--- src/rtl/axi_bg_pkg.sv ---
// Package: shared encodings for the burst beat generator.
// Assumes: the burst kind field is two bits wide.
package axi_bg_pkg;

    typedef enum logic [1:0] {
        BK_FIXED = 2'd0,
        BK_INCR  = 2'd1,
        BK_WRAP  = 2'd2,
        BK_RSVD  = 2'd3
    } burst_kind_e;

    localparam int LEN_W  = 8;
    localparam int SIZE_W = 3;

endpackage

--- src/rtl/burst_legal_chk.sv ---
// Module: burst_legal_chk
// Decides whether a burst descriptor can be generated. Rejects the reserved
// kind, sizes wider than the bus, wrap bursts whose beat count is not
// 2/4/8/16, and wrap bursts whose start is not size-aligned.
// Assumes: LANE_W = log2 of the data-bus width in bytes.
module burst_legal_chk
    import axi_bg_pkg::*;
#(
    parameter int ADDR_W = 32,
    parameter int LANE_W = 3
) (
    input  logic [ADDR_W-1:0] addr_i,
    input  logic [LEN_W-1:0]  len_i,
    input  logic [SIZE_W-1:0] size_i,
    input  logic [1:0]        burst_i,
    output logic              bad_o
);

    logic [ADDR_W-1:0] size_mask;
    logic              wrap_len_ok;
    logic              size_ok;

    // Low-bit mask of one transfer and the individual legality terms.
    always_comb begin
        size_mask   = (ADDR_W'(1) << size_i) - ADDR_W'(1);
        wrap_len_ok = (len_i == 8'd1) || (len_i == 8'd3) ||
                      (len_i == 8'd7) || (len_i == 8'd15);
        size_ok     = ({1'b0, size_i} <= (SIZE_W+1)'(LANE_W));
    end

    // Combine the terms into one reject flag.
    always_comb begin
        bad_o = 1'b0;
        if (burst_i == BK_RSVD) bad_o = 1'b1;
        if (!size_ok)           bad_o = 1'b1;
        if (burst_i == BK_WRAP) begin
            if (!wrap_len_ok)                    bad_o = 1'b1;
            if ((addr_i & size_mask) != '0)      bad_o = 1'b1;
        end
    end

endmodule

--- src/rtl/beat_addr_step.sv ---
// Module: beat_addr_step
// Computes the address of the next beat from the current one.
// Fixed: unchanged. Incrementing: add one transfer and clear the bits below
// the size, which aligns an unaligned first beat. Wrap: add one transfer and
// keep the bits above the window from the current address.
// Assumes: for wrap the current address is size-aligned and length+1 is a
// power of two (guaranteed by burst_legal_chk).
module beat_addr_step
    import axi_bg_pkg::*;
#(
    parameter int ADDR_W = 32
) (
    input  logic [ADDR_W-1:0] cur_i,
    input  logic [LEN_W-1:0]  len_i,
    input  logic [SIZE_W-1:0] size_i,
    input  burst_kind_e       kind_i,
    output logic [ADDR_W-1:0] nxt_o
);

    logic [ADDR_W-1:0] step;
    logic [ADDR_W-1:0] align_mask;
    logic [ADDR_W-1:0] win_mask;
    logic [ADDR_W-1:0] sum;

    // Transfer step, alignment mask and wrap window mask.
    always_comb begin
        step       = ADDR_W'(1) << size_i;
        align_mask = step - ADDR_W'(1);
        win_mask   = ((ADDR_W'(len_i) + ADDR_W'(1)) << size_i) - ADDR_W'(1);
        sum        = cur_i + step;
    end

    // Select the next address by burst kind.
    always_comb begin
        case (kind_i)
            BK_INCR: nxt_o = sum & ~align_mask;
            BK_WRAP: nxt_o = (cur_i & ~win_mask) | (sum & win_mask);
            default: nxt_o = cur_i;
        endcase
    end

endmodule

--- src/rtl/lane_strobe_gen.sv ---
// Module: lane_strobe_gen
// Builds the byte-enable mask of a beat: lanes from the offset up to, not
// including, the next size-aligned boundary above the offset.
// Assumes: size does not exceed LANE_W.
module lane_strobe_gen
    import axi_bg_pkg::*;
#(
    parameter int BUS_BYTES = 8,
    parameter int LANE_W    = 3
) (
    input  logic [LANE_W-1:0]    off_i,
    input  logic [SIZE_W-1:0]    size_i,
    output logic [BUS_BYTES-1:0] strobe_o
);

    logic [LANE_W:0] step;
    logic [LANE_W:0] lo;
    logic [LANE_W:0] hi_excl;

    // Lower and exclusive upper lane bounds of the payload.
    always_comb begin
        step    = (LANE_W+1)'(1) << size_i;
        lo      = {1'b0, off_i};
        hi_excl = (lo & ~(step - (LANE_W+1)'(1))) + step;
    end

    // One enable per lane.
    for (genvar g = 0; g < BUS_BYTES; g++) begin : g_lane
        assign strobe_o[g] = ((LANE_W+1)'(g) >= lo) && ((LANE_W+1)'(g) < hi_excl);
    end

endmodule

--- src/rtl/axi_beat_addr_gen.sv ---
// Module: axi_beat_addr_gen (top)
// Loads a burst descriptor on a start pulse, rejects illegal ones with a
// one-cycle error pulse, and otherwise presents one beat at a time, moving on
// when accept_i is high. Reports address, index, lane offset, byte enables,
// the last-beat flag and the total byte count.
// Assumes: BUS_BYTES is a power of two and at least 2.
module axi_beat_addr_gen
    import axi_bg_pkg::*;
#(
    parameter int ADDR_W    = 32,
    parameter int BUS_BYTES = 8,
    localparam int LANE_W   = $clog2(BUS_BYTES),
    localparam int TOT_W    = $clog2(256 * BUS_BYTES) + 1
) (
    input  logic                 clk,
    input  logic                 rst_n,
    input  logic                 start_i,
    input  logic [ADDR_W-1:0]    start_addr_i,
    input  logic [LEN_W-1:0]     len_i,
    input  logic [SIZE_W-1:0]    size_i,
    input  logic [1:0]           burst_i,
    input  logic                 accept_i,
    output logic                 beat_valid_o,
    output logic [ADDR_W-1:0]    beat_addr_o,
    output logic [LEN_W-1:0]     beat_idx_o,
    output logic [LANE_W-1:0]    lane_off_o,
    output logic [BUS_BYTES-1:0] strobe_o,
    output logic                 last_o,
    output logic                 err_o,
    output logic [TOT_W-1:0]     total_bytes_o
);

    logic              active_q;
    logic [ADDR_W-1:0] addr_q;
    logic [LEN_W-1:0]  idx_q;
    logic [LEN_W-1:0]  len_q;
    logic [SIZE_W-1:0] size_q;
    burst_kind_e       kind_q;
    logic              err_q;
    logic [TOT_W-1:0]  total_q;

    logic              desc_bad;
    logic [ADDR_W-1:0] addr_nxt;
    logic              take_start;
    logic              take_beat;
    logic              at_last;

    burst_legal_chk #(
        .ADDR_W (ADDR_W),
        .LANE_W (LANE_W)
    ) legal_i (
        .addr_i  (start_addr_i),
        .len_i   (len_i),
        .size_i  (size_i),
        .burst_i (burst_i),
        .bad_o   (desc_bad)
    );

    beat_addr_step #(
        .ADDR_W (ADDR_W)
    ) step_i (
        .cur_i  (addr_q),
        .len_i  (len_q),
        .size_i (size_q),
        .kind_i (kind_q),
        .nxt_o  (addr_nxt)
    );

    lane_strobe_gen #(
        .BUS_BYTES (BUS_BYTES),
        .LANE_W    (LANE_W)
    ) strb_i (
        .off_i    (addr_q[LANE_W-1:0]),
        .size_i   (size_q),
        .strobe_o (strobe_o)
    );

    // Handshake qualifiers.
    always_comb begin
        take_start = start_i && !active_q;
        take_beat  = active_q && accept_i;
        at_last    = (idx_q == len_q);
    end

    // Burst sequencing: load, step and finish.
    always_ff @(posedge clk) begin
        if (!rst_n) begin
            active_q <= 1'b0;
            addr_q   <= '0;
            idx_q    <= '0;
            len_q    <= '0;
            size_q   <= '0;
            kind_q   <= BK_FIXED;
        end else if (take_start && !desc_bad) begin
            active_q <= 1'b1;
            addr_q   <= start_addr_i;
            idx_q    <= '0;
            len_q    <= len_i;
            size_q   <= size_i;
            kind_q   <= burst_kind_e'(burst_i);
        end else if (take_beat) begin
            if (at_last) begin
                active_q <= 1'b0;
            end else begin
                addr_q <= addr_nxt;
                idx_q  <= idx_q + 8'd1;
            end
        end
    end

    // One-cycle reject pulse.
    always_ff @(posedge clk) begin
        if (!rst_n) err_q <= 1'b0;
        else        err_q <= take_start && desc_bad;
    end

    // Total byte count of the accepted burst.
    always_ff @(posedge clk) begin
        if (!rst_n) total_q <= '0;
        else if (take_start && !desc_bad)
            total_q <= (TOT_W'(len_i) + TOT_W'(1)) << size_i;
    end

    // Output drive.
    always_comb begin
        beat_valid_o  = active_q;
        beat_addr_o   = addr_q;
        beat_idx_o    = idx_q;
        lane_off_o    = addr_q[LANE_W-1:0];
        last_o        = active_q && at_last;
        err_o         = err_q;
        total_bytes_o = total_q;
    end

endmodule

--- config.mk ---
export PLATFORM = sky130hd
export DESIGN_NAME = axi_beat_addr_gen
export DESIGN_NICKNAME = d
export VERILOG_FILES = /design/src/rtl/axi_bg_pkg.sv /design/src/rtl/burst_legal_chk.sv /design/src/rtl/beat_addr_step.sv /design/src/rtl/lane_strobe_gen.sv /design/src/rtl/axi_beat_addr_gen.sv
export SDC_FILE = /design/constraint.sdc
export NUM_CORES = 1
export LEC_CHECK = 0
export ABC_AREA = 1
export BUFFER_PORTS_ARGS = -buffer_cell sky130_fd_sc_hd__buf_2
export CAP_MARGIN = 20
export CELL_PAD_IN_SITES_DETAIL_PLACEMENT = 1
export CELL_PAD_IN_SITES_GLOBAL_PLACEMENT = 2
export CORE_ASPECT_RATIO = 1.1
export CORE_UTILIZATION = 33
export CTS_BUF_LIST = sky130_fd_sc_hd__clkbuf_4 sky130_fd_sc_hd__clkbuf_8 sky130_fd_sc_hd__clkbuf_16
export DETAILED_ROUTE_END_ITERATION = 12
export GPL_ROUTABILITY_DRIVEN = 0
export PLACE_DENSITY = 0.95
export SLEW_MARGIN = 10
export SYNTH_ARGS = -nofsm -noshare
export SYNTH_HDL_FRONTEND = slang
export SYNTH_HIERARCHICAL = 1
export SYNTH_SLANG_ARGS = --single-unit
--- constraint.sdc ---
create_clock -name clk -period 5.8 [get_ports clk]
set_input_delay 0.58 -clock clk [delete_from_list [all_inputs] [get_ports clk]]
set_output_delay 0.58 -clock clk [all_outputs]
set_load 0.01 [all_outputs]
==> flow_metrics.tcl, run 1 <==
set metrics [dict create \
    crit_path_max_fanout 21 \
    synthAdderAreaFrac 0.0360 \
    row_count 57 \
    grt_pass1_vias 8712 \
    synthCells 1282 \
    initial_core_util 0.338 \
    synthXorXnorAreaFrac 0.0467 \
    cpMostUsedCell "nand2_1" \
    pwr-share-comb 0.302 \
    cts_root_buffer "clkbuf_16" \
    switching_share 0.382 \
    r2r_start "size_q[1]" \
    ys_seq_elements 67 \
    cts_sinks 67 \
    grt_pass1_wl_mm 44.3 \
    crit_slowest_cell "dfxtp_1" \
    grtUsageTotal 0.234 \
    cts_htree_levels 3 \
    p_sw_uw 603 \
    rr_worst_depth 21 \
    coreArea_um2 22200 \
    synth_top_family_by_area "simple AND/OR/NAND/NOR gates" \
    setup_ws_ns 1.70 \
    cap_violations 0 \
    crit_path_max_incr_delay_ns 0.55 \
    synth_top_flop_cell "dfxtp_1" \
    die_area_um2 23400 \
    syn_area_um2 7510 \
    cts_resized 0 \
    p_clk_frac 0.378 \
    area_delta_synth_final_pct 13.8 \
    drc 0 \
    worstSetupPathType "flip-flop to flip-flop" \
    io_pins 115 \
    rr_endpoint "beat_addr_o[24]" \
    syn_nets 1352 \
    p_leak_uw 0.00410 \
    antennaDiodeCount 0 \
    hpwl_mm 20.1 \
    rsz0062_at_grt "false" \
    firstDrtPassIters 6 \
    outcome "complete, no violations" \
    p_int_uw 978 \
    crit_chain "inv_1 -> nand2_1 -> nor2_1 -> ha_1 -> inv_1 -> fa_1 -> o21ai_1 -> nand2_1 -> nand3_1 -> nand2_1 -> nor2_2 -> nand3_1 -> nor2_1 -> xor2_1 -> o21ai_0 -> clkinv_1 -> a22oi_2 -> nand2_1 -> nand2_1 -> nand2_1 -> a21oi_2" \
    worstMarginPinSlew_ns 0.843 \
    drv_slew 0 \
    cts_tree "done" \
    required_ns 6.08 \
    fp.dieH_um 160 \
    viasPerCell 5.17 \
    layout.nets 1429 \
    power_uw 1580 \
    period_minus_slack_ns 4.10 \
    synth_edf_count 0 \
    clock_skew_ns 0.00565 \
    routed_wl_mm 26.9 \
    port_buffers 114 \
    postCtsSetupBuffers 0 \
    power_frac_seq 0.320 \
    holdWs_ns 0.456 \
    synth.distinct_cells 52 \
    synth-simple-area-share 0.473 \
    setup.reg_to_reg.worst_slack_ns 1.70 \
    post_drt_wl_per_cell_um 16.2 \
    fin_setup_tns_ns 0 \
    antenna_found_initial 0 \
    yosysWarnings 6 \
    cts_made_buffers 9 \
    die_w_um 146 \
    slew-limit-headroom 0.437 \
    drt_first_iter_violations 349 \
    clk_latency_ns 0.35 \
    clockBufferDepth 2 \
    clk_pin_slew_ns 0.07 \
    grt_overflow 0 \
    final_layout_size_suffix_gt1_frac 0.176 \
    syn_avg_cell_area_um2 5.85 \
    whs_path_depth 2 \
    min_to "total_bytes_o[3]" \
    cts_hold_buf 0 \
    hold_viol_final 0 \
    synth_compound_area_frac 0.146 \
    place_ws_ns 1.74 \
    ir_worst_vdd_uv 148 \
    hp-class "flip-flop to flip-flop" \
    antenna_left 0 \
    hp-start "total_bytes_o[3]" \
    fmax_mhz 244 \
    synthArstFlopShare 0 \
    start_kind "flip-flop" \
    pwr_density_cell_nw_per_um2 185 \
    cp-end-kind "flip-flop" \
    synth_mux_area_frac 0 \
    setup_viol 0 \
    num_vias 8583 \
    ys_seq_area_frac 0.179 \
    min_period_over_period 0.706 \
    grt_max_degree 57 \
    arrival_ns 4.38 \
]
==> worst max path at each step <==
| stage | start | to | cells after the start | slack [ns] |
|---|---|---|---|---|
| after floorplan | size_q[1] | beat_addr_o[24] | 23 | 2.53 |
| after CTS | size_q[1] | beat_addr_o[28] | 21 | 1.69 |
| after detailed placement | size_q[1] | beat_addr_o[24] | 21 | 1.74 |
| after global routing | size_q[1] | beat_addr_o[28] | 21 | 1.23 |
| final | size_q[1] | beat_addr_o[24] | 21 | 1.70 |
| after global placement | size_q[1] | beat_addr_o[24] | 21 | 1.86 |
==> stage by stage <==
stage	utilization	cells	area, um2
floorplan	-	1282	7510
global placement	0.370	1642	8210
detailed placement	0.370	1642	8210
CTS	0.384	1658	8510
global route	0.385	1659	8540
finish	0.385	1659	8540
==> power groups by stage <==
stage / registers, uW / clock network [uW] / logic [uW]
floorplan: 508 / 0 / 343
detailed placement: 516 / 0 / 470
global placement: 515 / 0 / 459
finish: 505 / 598 / 478
global route: 508 / 630 / 535
CTS: 505 / 609 / 475
==> cells in the mapped netlist (all sizes together), types with 6 or more instances <==
cell type,count,area (um2)
nand3,178,1010
o21ai,61,309
nor2,115,578
xnor2,11,96.3
clkbuf,23,86.3
a31oi,7,43.8
inv,161,604
ha,20,250
xor2,29,254
a21oi,80,449
buf,31,198
nand4,16,130
nor3,16,101
o211ai,6,45.0
dfxtp,67,1340
nand2,420,1660
a22oi,17,173
==> routing by layer <==
metal | GRT usage | wire (um) | vias up
met4 | 0.0603 | 378 | 0
met3 | 0.0240 | 634 | 27
li1 | - | - | 4281
met1 | 0.304 | 12700 | 4155
met2 | 0.411 | 13200 | 120
met5 | 0 | 0 | -
==> placed cells by master (no fill, tap or decap), drive strengths merged <==
master and instances:
nor3 16, o31ai 1, xnor2 11, nor2 115, inv 163, o211ai 6
nand4 16, a22o 1, clkinv 5, xor2 29, fa 1, and2 1
o32ai 1, bufinv 1, o21ai 61, dfxtp 67, a22oi 17, nand3 178
clkinvlp 1, nand3b 3, a31oi 7, a21o 1, buf 120, ha 20
clkbuf 10, o21bai 2, or2 3, o21a 2, nor4 2, and3 2
a31o 1, a21oi 80, nand2 420
==> layout make-up <==
class | instances | area, um2
clock buffer | 10 | 233
clock inverter | 6 | 72.6
timing repair buffer | 120 | 636
sequential | 67 | 1340
tap | 295 | 369
inverter | 164 | 616
multi-input combinational | 997 | 5270
fill | 3080 | 13600
==> registers in the layout, indices dropped and copies added (netlist names) <==
register / cells
beat_addr_o: 32
beat_valid_o: 1
beat_idx_o: 8
len_q: 8
err_o: 1
kind_q: 2
total_bytes_o: 12
size_q: 3
==> logic make-up after synthesis <==
| group | after synthesis |
|---|---|
| compound gates | 180 |
| simple gates | 756 |
| flops | 67 |
| xor+xnor | 40 |
| buf+inv | 218 |
| fa+ha+maj | 21 |
==> critical path: cells and delay by family, from the launching register on <==
family | cells | cell delay (ns)
XOR/XNOR | 1 | 0.09
AO/OA/AOI/OAI | 4 | 0.72
adder cells (fa/ha/maj) | 2 | 0.60
buffers and inverters | 3 | 0.56
AND/OR/NAND/NOR | 11 | 1.47
flip-flops | 1 | 0.55
(Power assumes the default switching activity.)
==> run 2, diff against run 1 <==
ABC_AREA = 0   (was 1)
PLACE_DENSITY = 0.92   (was 0.95)
clock period = 4.3 ns   (was 5.8 ns; I/O delays follow)
==> flow_metrics.tcl, run 2 <==
set metrics [dict create \
    fp.dieH_um 155 \
    crit_path_max_fanout 13 \
    placedInstanceArea_um2 7720 \
    final_layout_size_suffix_gt1_frac 0.194 \
    fill_cells 2616 \
    grt.met3_usage 0.0325 \
    hp-class "primary input to flip-flop" \
    postCtsSetupBuffers 0 \
    drt_first_iter_violations 323 \
    firstDrtPassIters 6 \
    cts_sinks 67 \
    routed_wl_mm 23.7 \
    layout.nets 1078 \
    die_area_um2 21800 \
    crit_chain "nand3_2 -> o21a_1 -> o311ai_0 -> o2bb2ai_1 -> a2111o_1 -> nor4_1 -> a21boi_0 -> ha_1 -> o31ai_1 -> a21oi_1 -> mux2i_1 -> nand2_1 -> o211a_1" \
    rsz0062_at_grt "false" \
    post_drt_wl_per_cell_um 18.3 \
    antenna_left 0 \
    synth_area_leaders "dfxtp_1, nand2_1, mux2i_1" \
    synth-simple-area-share 0.262 \
    grt_pass1_vias 7537 \
    layout_commonest_cell "nand2_1" \
    hpwl_mm 17.5 \
    synth.most_common_cell "nand2_1" \
    grtUsageMet2 0.386 \
    antenna_found_initial 1 \
    grt_max_degree 77 \
    grt_overflow 0 \
    num_vias 7448 \
    crit_path_max_incr_delay_ns 0.62 \
    grtUsageTotal 0.222 \
    synth.distinct_cells 99 \
    min_period_over_period 0.925 \
    start_kind "flip-flop" \
    synthDominantCellAreaShare 0.192 \
    coreArea_um2 20700 \
    synthCells 929 \
    hold_viol_final 0 \
    synth_edf_count 0 \
    arrival_ns 4.23 \
    ir_worst_vdd_uv 169 \
    cp-end-kind "flip-flop" \
    synthXorXnorAreaFrac 0.0549 \
    syn_area_um2 7000 \
    synth_top_flop_cell "dfxtp_1" \
    syn_avg_cell_area_um2 7.54 \
    antennaDiodeCount 0 \
    area_delta_synth_final_pct 15.0 \
    synth_top_area_cell "dfxtp_1" \
    clockBufferDepth 2 \
    worstSetupPathType "flip-flop to flip-flop" \
    grt.met1_usage 0.280 \
    port_buffers 114 \
    synth_compound_area_frac 0.307 \
    required_ns 4.55 \
    largest_reg_flops 32 \
    multi_input_area_um2 5140 \
    synthAdderAreaFrac 0.0386 \
    top_usage_layer "met2" \
    regArea_um2 1340 \
    synth_mux_area_frac 0.0690 \
    p_leak_uw 0.00361 \
    setup_viol 0 \
    final_cell_mix "nand2_1, buf_2, nor2_1, dfxtp_1, a21oi_1" \
    worstMarginPinSlew_ns 0.924 \
    finish.utilization 0.389 \
    synthArstFlopShare 0 \
    fin_setup_tns_ns 0 \
    drv_slew 0 \
    stdcell_area_um2 8050 \
    outcome "complete, no violations" \
    cts_htree_levels 3 \
    ys_seq_elements 67 \
    slew-limit-headroom 0.384 \
    cts_tree "done" \
    viasPerCell 5.74 \
    pwr_density_cell_nw_per_um2 234 \
    ys_seq_area_frac 0.192 \
    holdWs_ns 0.309 \
    syn_nets 999 \
    crit_slowest_cell "dfxtp_1" \
    drc 0 \
    cts_made_buffers 9 \
    cap_violations 0 \
    clk_pin_slew_ns 0.07 \
    cts_root_buffer "clkbuf_16" \
    row_count 55 \
    period_minus_slack_ns 3.98 \
    clk_latency_ns 0.36 \
    grt_pass1_wl_mm 39.0 \
    initial_core_util 0.338 \
    clock_skew_ns 0.0116 \
    synth_top_family_by_area "compound AO/OA/AOI/OAI gates" \
    synthTopCellsByCount "nand2_1, nor2_1, dfxtp_1, a21oi_1, mux2i_1" \
    io_pins 115 \
    yosysWarnings 6 \
    fmax_mhz 251 \
    die_w_um 141 \
]
-- run 2: changes by cell type in the layout (fill, tap and decap cells not counted), moves of 16 or more --
cell / before / now
a21oi_1: 67 / 51
a21boi_0: 0 / 18
nand3_2: 18 / 2
buf_4: 5 / 28
inv_1: 147 / 26
nand3_1: 158 / 14
nand2_1: 398 / 126
and3_1: 2 / 19
o21ai_0: 56 / 35
o211a_1: 0 / 34
mux2i_1: 0 / 46
nor2_1: 98 / 76
-- run 2: cell type report --
| class | count | area share |
|---|---|---|
| Multi-Input combinational cell | 760 | 0.639 |
| Sequential cell | 67 | 0.167 |
| Timing Repair Buffer | 142 | 0.0970 |
| Tap cell | 285 | 0.0443 |
| Clock buffer | 9 | 0.0280 |
| Inverter | 28 | 0.0131 |
| Clock inverter | 7 | 0.0123 |
-- run 2: stage by stage --
stage | total power [uW] | instances | setup WS [ns]
6_report | 1890 | 1298 | 0.322
5_1_grt | 1970 | 1298 | 0.00566
4_1_cts | 1910 | 1298 | 0.229
3_5_place_dp | 1060 | 1282 | 0.263
3_3_place_gp | 1050 | 1282 | 0.427
2_1_floorplan | 927 | 929 | 0.0749
-- run 2: per-layer routing --
layer | up-vias | wire length [um]
met5 | - | 0
met4 | 0 | 412
met3 | 27 | 868
met2 | 158 | 11800
met1 | 3670 | 10700
li1 | 3593 | -
-- run 2: final timing paths --
check,start,endpoint,slack (ns),depth (start not counted)
setup / recovery,len_q[4],beat_addr_o[15],0.32,13
hold / removal,start_addr_i[25],beat_addr_o[25],0.31,2
setup reg to reg,len_q[4],beat_addr_o[15],0.32,13
hold reg to reg,total_bytes_o[6],total_bytes_o[6],0.45,2
-- run 2: worst max-delay path: cells and delay by family, from the launching register on --
kind | cells | cell delay (ns)
AOI/OAI and AO/OA | 8 | 2.17
adders and majority gates | 1 | 0.28
DFF | 1 | 0.62
muxes | 1 | 0.14
and+or+nand+nor | 3 | 0.67
-- run 2: cell families (layout without fill, tap and decap cells) --
logic type,Yosys count,in the layout
mux,48,48
flops,67,67
compound gates,281,281
simple gates,367,367
buf+inv,102,186
fa+ha+maj,21,21
xor+xnor,43,43
-- run 2: what timing repair did --
action                                  CTS  global route
endpoints found under the setup margin    0             5
hold buffers                              0             0
resized for setup                         0             3
-- run 2: where the power goes --
| part | internal [uW] | switching (uW) |
|---|---|---|
| clock network | 512 | 330 |
| registers | 640 | 26.1 |
| logic | 150 | 229 |
==> run 3, diff against run 2 <==
CORE_ASPECT_RATIO = 0.75   (was 1.1)
CORE_MARGIN = 2   (was not set)
==> flow_metrics.tcl, run 3 (synthesized netlist as in run 2, its figures left out) <==
set metrics [dict create \
    cts_tree "done" \
    ir_worst_vdd_uv 149 \
    fmax_mhz 248 \
    finish.utilization 0.386 \
    post_drt_wl_per_cell_um 19.3 \
    crit_path_max_fanout 7 \
    hp-start "start_addr_i[27]" \
    period_minus_slack_ns 4.03 \
    grt_pass1_vias 7115 \
    required_ns 4.59 \
    io_pins 115 \
    final_cell_mix "nand2_1, buf_2, nor2_1, dfxtp_1, a21oi_1" \
    clockBufferDepth 2 \
    viasPerCell 5.79 \
    pwr_density_cell_nw_per_um2 235 \
    cap_violations 0 \
    min_to "beat_addr_o[27]" \
    cp-end-kind "flip-flop" \
    antenna_left 0 \
    postCtsSetupBuffers 0 \
    drt_first_iter_violations 621 \
    coreArea_um2 21000 \
    grt_pass1_wl_mm 39.4 \
    area_delta_synth_final_pct 15.5 \
    p_leak_uw 0.00361 \
    routed_wl_mm 25.1 \
    placedInstanceArea_um2 7730 \
    die_w_um 172 \
    arrival_ns 4.32 \
    hold_viol_final 0 \
    crit_buf_inv 2 \
    grt_overflow 0 \
    die_area_um2 22400 \
    cts_resized 0 \
    r2r_start "size_q[1]" \
    cts_hold_buf 0 \
    largest_reg_flops 32 \
    min_period_over_period 0.937 \
    cpMostUsedCell "nand2_1" \
    stdcell_area_um2 8080 \
    final_layout_size_suffix_gt1_frac 0.196 \
    setup_viol 0 \
    cts_root_buffer "clkbuf_16" \
    clock_skew_ns 0.0101 \
    fin_setup_tns_ns 0 \
    clk_latency_ns 0.34 \
    cts_made_buffers 9 \
    start_kind "flip-flop" \
    crit_slowest_cell "fa_1" \
    grt_max_degree 72 \
    layout.nets 1077 \
    num_vias 7531 \
    grtUsageTotal 0.222 \
    worstMarginPinSlew_ns 0.863 \
    row_count 46 \
    firstDrtPassIters 7 \
    fp.dieH_um 130 \
    layout_commonest_cell "nand2_1" \
    outcome "complete, no violations" \
    setup.reg_to_reg.worst_slack_ns 0.27 \
    drc 0 \
    whs_path_depth 2 \
    worstSetupPathType "flip-flop to flip-flop" \
    crit_path_max_incr_delay_ns 0.40 \
    drv_slew 0 \
    final_cells 1301 \
    hpwl_mm 18.7 \
    slew-limit-headroom 0.425 \
    holdWs_ns 0.321 \
    antenna_found_initial 1 \
    fill_cells 2688 \
    port_buffers 114 \
    rsz0062_at_grt "false" \
    cts_sinks 67 \
    initial_core_util 0.334 \
    crit_chain "nor3_2 -> ha_1 -> inv_1 -> fa_1 -> nor2b_1 -> o21bai_1 -> a21boi_0 -> o21ai_0 -> nor4_1 -> buf_4 -> nand2_1 -> o31ai_4 -> a21oi_1 -> a311oi_1 -> mux2i_1 -> nand2_1 -> o211a_1" \
    crit_family "compound AO/OA/AOI/OAI gates" \
    cts_htree_levels 3 \
    dp_cells 1284 \
    hp-class "primary input to flip-flop" \
    rr_worst_depth 17 \
    rr_endpoint "beat_addr_o[26]" \
    clk_pin_slew_ns 0.06 \
]
run 3: changes by cell type in the layout (fill, tap and decap cells not counted), sizes merged:
cell / delta
buf: -1
clkbuf: +2
clkinv: -1
diode: +1
inv: -1
run 3: worst max-delay path by stage:
stage,cells past startpoint,start,slack [ns],to
floorplan,19,size_q[0],0.07,beat_addr_o[26]
global placement,17,size_q[1],0.34,beat_addr_o[26]
detailed placement,17,size_q[1],0.16,beat_addr_o[26]
CTS,17,size_q[1],0.15,beat_addr_o[26]
global route,17,size_q[0],0.04,beat_addr_o[26]
finish,17,size_q[1],0.27,beat_addr_o[26]
run 3: worst reg2reg max path, cell delays in order (launching register included):
cell	delay [ns]
dfxtp_1	0.36
nor3_2	0.35
ha_1	0.24
inv_1	0.06
fa_1	0.40
nor2b_1	0.17
o21bai_1	0.08
a21boi_0	0.31
o21ai_0	0.32
nor4_1	0.29
buf_4	0.22
nand2_1	0.13
o31ai_4	0.30
a21oi_1	0.12
a311oi_1	0.26
mux2i_1	0.11
nand2_1	0.09
o211a_1	0.15
run 3: cell type report:
class / count / area [um2] / share of cell area
diodes: 1 / 2.50 / 0.000310
clock buffers: 11 / 246 / 0.0305
clock inverters: 5 / 85.1 / 0.0105
inverters: 28 / 105 / 0.0130
multi-input cells: 760 / 5160 / 0.638
flip-flops and latches: 67 / 1340 / 0.166
well taps: 288 / 360 / 0.0446
repair buffers: 141 / 786 / 0.0972
run 3: per-stage QoR:
| stage | power [uW] | worst slack, ns |
|---|---|---|
| 2_1_floorplan | 927 | 0.0749 |
| 3_3_place_gp | 1050 | 0.338 |
| 3_5_place_dp | 1060 | 0.162 |
| 4_1_cts | 1910 | 0.148 |
| 5_1_grt | 1980 | 0.0447 |
| 6_report | 1900 | 0.272 |
run 3: where the power goes:
| part | internal [uW] | switching, uW | total [uW] |
|---|---|---|---|
| Clock | 534 | 307 | 840 |
| Sequential | 640 | 27.5 | 668 |
| Combinational | 151 | 238 | 389 |
| Total | 1320 | 573 | 1900 |
run 3: layer usage:
metal | global-route usage | wire length (um)
met1 | 0.329 | 12700
met4 | 0.0415 | 276
met3 | 0.0440 | 1420
met2 | 0.335 | 10700
met5 | 0 | 0
